[config.mk]
export PLATFORM = sky130hd
export DESIGN_NAME = gpio_trig_detect
export DESIGN_NICKNAME = d
export VERILOG_FILES = /design/src/rtl/gpio_trig_pkg.sv /design/src/rtl/gpio_sync2.sv /design/src/rtl/gpio_trig_cond.sv /design/src/rtl/gpio_pend_bank.sv /design/src/rtl/gpio_trig_detect.sv
export SDC_FILE = /design/constraint.sdc
export NUM_CORES = 1
export LEC_CHECK = 0
export ABC_AREA = 1
export BUFFER_PORTS_ARGS = -buffer_cell sky130_fd_sc_hd__buf_2
export CAP_MARGIN = 20
export CORE_MARGIN = 3
export CORE_UTILIZATION = 48
export CTS_CLUSTER_DIAMETER = 150
export DETAILED_ROUTE_END_ITERATION = 12
export PLACE_DENSITY = 0.66
export RECOVER_POWER = 50
export SLEW_MARGIN = 15
export SYNTH_ARGS = -nofsm -noshare
export SYNTH_HDL_FRONTEND = slang
export SYNTH_SLANG_ARGS = --single-unit
[constraint.sdc]
create_clock -name clk -period 1.87 [get_ports clk]
set_input_delay 0.187 -clock clk [delete_from_list [all_inputs] [get_ports clk]]
set_output_delay 0.187 -clock clk [all_outputs]
set_load 0.05 [all_outputs]
[src/rtl/gpio_trig_pkg.sv]
package gpio_trig_pkg;

    typedef enum logic [1:0] {
        ST_FLUSH_A = 2'd0,
        ST_FLUSH_B = 2'd1,
        ST_LOAD    = 2'd2,
        ST_ARMED   = 2'd3
    } prime_state_t;

    localparam int ADDR_W = 3;

    localparam logic [ADDR_W-1:0] A_LVL = 3'd0;
    localparam logic [ADDR_W-1:0] A_POL = 3'd1;
    localparam logic [ADDR_W-1:0] A_ANY = 3'd2;
    localparam logic [ADDR_W-1:0] A_IEN = 3'd3;
    localparam logic [ADDR_W-1:0] A_WEN = 3'd4;
    localparam logic [ADDR_W-1:0] A_PND = 3'd5;
    localparam logic [ADDR_W-1:0] A_PIN = 3'd6;

endpackage

[src/rtl/gpio_sync2.sv]
module gpio_sync2 #(
    parameter int W = 32
) (
    input  logic         clk,
    input  logic         rst_n,
    input  logic [W-1:0] async_i,
    output logic [W-1:0] sync_o
);
    logic [W-1:0] meta_q;
    logic [W-1:0] sync_q;

    always_ff @(posedge clk or negedge rst_n) begin
        if (!rst_n) begin
            meta_q <= '0;
            sync_q <= '0;
        end else begin
            meta_q <= async_i;
            sync_q <= meta_q;
        end
    end

    assign sync_o = sync_q;
endmodule

[src/rtl/gpio_trig_cond.sv]
module gpio_trig_cond #(
    parameter int NPINS = 32
) (
    input  logic             armed_i,
    input  logic [NPINS-1:0] cur_i,
    input  logic [NPINS-1:0] prev_i,
    input  logic [NPINS-1:0] lvl_sel_i,
    input  logic [NPINS-1:0] pol_i,
    input  logic [NPINS-1:0] any_i,
    output logic [NPINS-1:0] hit_o
);
    for (genvar i = 0; i < NPINS; i++) begin : g_pin
        logic rise, fall, edge_hit, lvl_hit;
        assign rise     = cur_i[i] & ~prev_i[i];
        assign fall     = ~cur_i[i] & prev_i[i];
        assign edge_hit = any_i[i] ? (rise | fall) : (pol_i[i] ? rise : fall);
        assign lvl_hit  = pol_i[i] ? cur_i[i] : ~cur_i[i];
        assign hit_o[i] = armed_i & (lvl_sel_i[i] ? lvl_hit : edge_hit);
    end
endmodule

[src/rtl/gpio_pend_bank.sv]
module gpio_pend_bank #(
    parameter int NPINS = 32
) (
    input  logic             clk,
    input  logic             rst_n,
    input  logic [NPINS-1:0] set_i,
    input  logic [NPINS-1:0] clr_i,
    output logic [NPINS-1:0] pend_o
);
    logic [NPINS-1:0] pend_q;

    always_ff @(posedge clk or negedge rst_n) begin
        if (!rst_n) pend_q <= '0;
        else        pend_q <= (pend_q & ~clr_i) | set_i;
    end

    assign pend_o = pend_q;

    // a trigger beats a clear aimed at the same bit
    assert_set_beats_clear_R8: assert property (@(posedge clk) disable iff (!rst_n)
        ((set_i & clr_i) != '0) |=> ((pend_q & $past(set_i & clr_i)) == $past(set_i & clr_i)));

    // with no trigger, only bits written with 1 fall
    assert_w1c_only_R7: assert property (@(posedge clk) disable iff (!rst_n)
        (set_i == '0) |=> (pend_q == ($past(pend_q) & ~$past(clr_i))));
endmodule

[src/rtl/gpio_trig_detect.sv]
module gpio_trig_detect
    import gpio_trig_pkg::*;
#(
    parameter int NPINS = 32
) (
    input  logic              clk,
    input  logic              rst_n,
    input  logic [NPINS-1:0]  pin_in,
    input  logic [ADDR_W-1:0] reg_addr,
    input  logic              reg_wr,
    input  logic [NPINS-1:0]  reg_wdata,
    output logic [NPINS-1:0]  reg_rdata,
    output logic              irq,
    output logic              wake
);
    prime_state_t state_q, state_d;
    logic armed, load_prev;

    logic [NPINS-1:0] sync_lvl, prev_q, hit, pend, clr;
    logic [NPINS-1:0] lvl_sel_q, pol_q, any_q, ien_q, wen_q;

    gpio_sync2 #(.W(NPINS)) u_sync (
        .clk(clk), .rst_n(rst_n), .async_i(pin_in), .sync_o(sync_lvl)
    );

    // priming state register
    always_ff @(posedge clk or negedge rst_n) begin
        if (!rst_n) state_q <= ST_FLUSH_A;
        else        state_q <= state_d;
    end

    always_comb begin
        unique case (state_q)
            ST_FLUSH_A: state_d = ST_FLUSH_B;
            ST_FLUSH_B: state_d = ST_LOAD;
            ST_LOAD:    state_d = ST_ARMED;
            ST_ARMED:   state_d = ST_ARMED;
        endcase
    end

    // state outputs
    always_comb begin
        armed     = 1'b0;
        load_prev = 1'b1;
        unique case (state_q)
            ST_FLUSH_A, ST_FLUSH_B, ST_LOAD: armed = 1'b0;
            ST_ARMED:                        armed = 1'b1;
        endcase
    end

    always_ff @(posedge clk or negedge rst_n) begin
        if (!rst_n)         prev_q <= '0;
        else if (load_prev) prev_q <= sync_lvl;
    end

    // control registers
    always_ff @(posedge clk or negedge rst_n) begin
        if (!rst_n) begin
            lvl_sel_q <= '0;
            pol_q     <= '0;
            any_q     <= '0;
            ien_q     <= '0;
            wen_q     <= '0;
        end else if (reg_wr) begin
            unique case (reg_addr)
                A_LVL:   lvl_sel_q <= reg_wdata;
                A_POL:   pol_q     <= reg_wdata;
                A_ANY:   any_q     <= reg_wdata;
                A_IEN:   ien_q     <= reg_wdata;
                A_WEN:   wen_q     <= reg_wdata;
                default: ;
            endcase
        end
    end

    assign clr = (reg_wr && reg_addr == A_PND) ? reg_wdata : '0;

    gpio_trig_cond #(.NPINS(NPINS)) u_cond (
        .armed_i(armed), .cur_i(sync_lvl), .prev_i(prev_q),
        .lvl_sel_i(lvl_sel_q), .pol_i(pol_q), .any_i(any_q), .hit_o(hit)
    );

    gpio_pend_bank #(.NPINS(NPINS)) u_pend (
        .clk(clk), .rst_n(rst_n), .set_i(hit), .clr_i(clr), .pend_o(pend)
    );

    always_comb begin
        unique case (reg_addr)
            A_LVL:   reg_rdata = lvl_sel_q;
            A_POL:   reg_rdata = pol_q;
            A_ANY:   reg_rdata = any_q;
            A_IEN:   reg_rdata = ien_q;
            A_WEN:   reg_rdata = wen_q;
            A_PND:   reg_rdata = pend;
            A_PIN:   reg_rdata = sync_lvl;
            default: reg_rdata = '0;
        endcase
    end

    assign irq  = |(pend & ien_q);
    assign wake = |(hit & wen_q);

    // no new pending bit may appear before the machine is armed
    assert_quiet_until_armed_R2: assert property (@(posedge clk) disable iff (!rst_n)
        (state_q != ST_ARMED) |=> ((pend & ~$past(pend)) == '0));

    // once armed, stays armed until reset
    assert_armed_sticky_R2: assert property (@(posedge clk) disable iff (!rst_n)
        (state_q == ST_ARMED) |=> (state_q == ST_ARMED));

    // an interrupt needs a pending flag behind it
    assert_irq_has_source_R9: assert property (@(posedge clk) disable iff (!rst_n)
        irq |-> (pend != '0));

    // wake only after priming
    assert_wake_needs_armed_R10: assert property (@(posedge clk) disable iff (!rst_n)
        wake |-> (state_q == ST_ARMED));
endmodule

==> qor.json <==
{
  "cells_and_area": {
    "layout-area-overhead-vs-synth_pct": 28.11,
    "fin_nets": 2053,
    "nFillCells": 2404,
    "multi_input_comb_area_um2": 6055,
    "n_antenna_cell": 0,
    "ratio_of_cells_with_drive_above_1_in_the_final_layout": 0.2254,
    "sequential_cell_area_um2": 7257,
    "stdcell_area_um2": 18180
  },
  "die": {
    "floorplan.die.height_um": 178.0,
    "io_pins": 104,
    "rows": 62,
    "core_area_um2": 28940,
    "floorplan.die_area_um2": 31670,
    "chipWidth_um": 178.0,
    "initial_utilization": 0.4905
  },
  "global_routing": {
    "grt.overflow.total": 0,
    "global_route.usage.total": 0.2450,
    "grt_first_pass_wirelength_um": 61730,
    "grt_pass1_vias": 12140,
    "grt_max_degree": 78,
    "antenna_found_initial": 0
  },
  "clocking": {
    "clock-root-buffer": "clkbuf_16",
    "cts.path.max_buffers": 3,
    "number_of_clock_sinks": 290,
    "tritoncts.num_buffers": 34,
    "tritoncts": "done",
    "clock_insertion_delay_worst_skew_ns": 0.51,
    "h_tree_level_count": 2,
    "worst_setup_hold_path_clk_slew_ns": 0.06
  },
  "detailed_routing": {
    "initialDrtViolationCount": 971,
    "detailed_routing_iterations_pass_1": 7,
    "post-route-drc-count": 0,
    "via_count": 12220,
    "finalWirelength_um": 38750,
    "postRouteAntennaNets": 0,
    "detail_routed_net_length_per_standard_cell_um": 16.65,
    "drt-vias-per-instance": 5.251
  },
  "power": {
    "power_frac_seq": 0.424,
    "max-vdd-ir-drop_mv": 0.7560,
    "power.net_switching_mw": 5.899,
    "power.share.switching": 0.3204,
    "power_frac_comb": 0.228,
    "power.leakage_nw": 9.206,
    "powerDensity_nw_per_um2": 1013,
    "power.clock.fraction": 0.348,
    "cell_internal_pwr_mw": 12.51
  },
  "worst_setup_path": {
    "end_kind": "output port",
    "r2r_cells": 7,
    "worst-path-buf-inv": 2,
    "crit_path_max_incr_delay_ns": 0.39,
    "criticalPathCategory": "register to output port",
    "worst_ep_arrival_time_ns": 2.22,
    "crit_required_ns": 1.68,
    "critical_path_depth": 12,
    "cp_slowest_cell": "dfrtp_1",
    "worst_path_dominant_cell_family": "simple AND/OR/NAND/NOR gates",
    "critPathLaunchType": "register",
    "cp_max_fo": 4,
    "path_cells": "inv_2, ha_1, nor2_1, nor2_1, nand2_1, nand4_1, nand2_2, nor2_4, nand2_1, nor2_2, nand2_2, buf_6"
  },
  "synthesis": {
    "synth-seq-area-share": 0.5113,
    "postSynthNetCount": 1817,
    "yosysWarnings": 0,
    "synth_cell_type_count": 32,
    "synth_seq_cells": 290,
    "synth.avg_cell_area_um2": 8.434,
    "postSynthCellCount": 1683,
    "synthesis.area_um2": 14190
  },
  "timing": {
    "worst_clock_skew_ns": 0.01108,
    "crit_share_post_route": 1.288,
    "rsz0062_at_grt": "true",
    "setup_viol_count_final": 5,
    "timing.final.max_slew_violations": 26,
    "achievable-frequency_mhz": 415.2,
    "post_route_minimum_period_ns": 2.408,
    "timing_hold_violations_final": 0,
    "max_slew.worst_pin.slew_ns": 1.516,
    "relSlewSlack": -0.01056,
    "worst_slack_ns": -0.5384
  },
  "status": {
    "status": "finished, violations left",
    "violations": "max-capacitance violations, max-slew violations, negative setup slack"
  },
  "run": {
    "max_cap_violations": 1
  },
  "min_path": {
    "hold_path_cell_cnt": 3,
    "worstHoldPathType": "input pin to register"
  },
  "place": {
    "placed_cell_area_um2": 15900,
    "dp_worst_setup_slack_ns": -0.1940,
    "post-dp-hpwl_um": 25430,
    "port_buffers": 103,
    "place.gp.congestion": 0.8599
  }
}
## layout by cell type (no fill, tap or decap), drive strengths merged, types with 6 or more instances in the layout
cell type,instances
a221oi,32
o22ai,34
o21ai,207
dfrtp,290
nand4,24
ha,64
nand3,107
nor2,91
clkbuf,73
inv,257
a21oi,36
buf,199
dlygate4sd3,35
clkinv,6
nand2,469
## synth_stat cells (all sizes together)
cell / count / area share
nor2: 91 / 0.024
a22oi: 4 / 0.0021
nand3: 107 / 0.038
a21oi: 36 / 0.013
nand2: 469 / 0.13
a22o: 2 / 0.0012
inv: 255 / 0.068
o2111ai: 5 / 0.0031
a221oi: 32 / 0.021
dfrtp: 290 / 0.51
nand4: 24 / 0.011
o22ai: 34 / 0.019
o21ai: 207 / 0.079
clkbuf: 11 / 0.0032
buf: 48 / 0.021
ha: 64 / 0.056
or2: 1 / 0.00044
o211ai: 2 / 0.0011
nand3b: 1 / 0.00053
## cell families (layout without fill, tap and decap cells)
group           count (synthesis)  after routing  share of synthesized area
compound gates                322            322                     0.1397
flops                         290            290                     0.5113
fa+ha+maj                      64             64                    0.05642
buf+inv                       314            574                    0.09221
simple gates                  693            693                     0.2004
## repair_timing
| item | in CTS | in global routing |
|---|---|---|
| hold buffers | 35 | 0 |
| pin swaps | 33 | 37 |
| resized for setup | 156 | 74 |
| cloned | 0 | 0 |
| endpoints found under the setup margin | 34 | 33 |
| endpoints found under the hold margin | 324 | 0 |
| setup buffers | 27 | 18 |
## worst paths after layout
path | slack [ns] | to | from
max | -0.54 | wake | u_sync.sync_o[31]
min | 0.01 | pol_q[10] | reg_wdata[10]
max reg2reg | 0.63 | u_pend.pend_o[2] | u_sync.sync_o[2]
min reg2reg | 0.35 | u_sync.sync_o[19] | u_sync.meta_q[19]
max in group asynchronous | 0.04 | lvl_sel_q[19] | rst_n
min in group asynchronous | 0.69 | prev_q[23] | rst_n
## stage by stage
step                      cells  hold slack (ns)  total power, mW  utilization  TNS, ns
after global placement     2214          0.06273            11.41       0.5495  -0.1704
after CTS                  2323         0.002866            18.37       0.6193   -1.112
after global routing       2327          0.02851            19.40       0.6284   -30.73
after floorplan            1683          -0.1086            10.26            -        0
final                      2327          0.01018            18.41       0.6284  -0.8610
after detailed placement   2214          0.05910            11.52       0.5495  -0.1940
## final cells by class
cell class / instances / share of cell area
Clock inverter: 11 / 0.005711
Inverter: 255 / 0.05278
Sequential cell: 290 / 0.3991
Tap cell: 384 / 0.02642
Timing Repair Buffer: 259 / 0.1293
Multi-Input combinational cell: 1079 / 0.3330
Clock buffer: 49 / 0.05374
## power groups by stage
stage	logic (mW)	registers [mW]	clock network [mW]
floorplan	2.59	7.67	0
global placement	3.59	7.82	0
detailed placement	3.67	7.85	0
CTS	4.06	7.77	6.54
global route	4.68	7.91	6.80
finish	4.19	7.81	6.42
## registers in the layout, summed over array words and instances, names as in the netlist
register and flops:
wen_q 32, any_q 32, u_sync.sync_o 32, u_pend.pend_o 32, pol_q 32, state_q 2, u_sync.meta_q 32, ien_q 32
lvl_sel_q 32, prev_q 32
## tightest hold or removal path, stage by stage
cell and delay [ns]:
buf_2 0.07, inv_1 0.09, o21ai_2 0.14
## metal layers
metal,track usage,part of all wire,up-vias
met4,0.08639,0.034,0
met2,0.4080,0.47,373
met5,0,0,-
met1,0.3284,0.44,5823
li1,-,-,5939
met3,0.03359,0.055,84
Note: power is estimated with default switching activity, not from simulation.
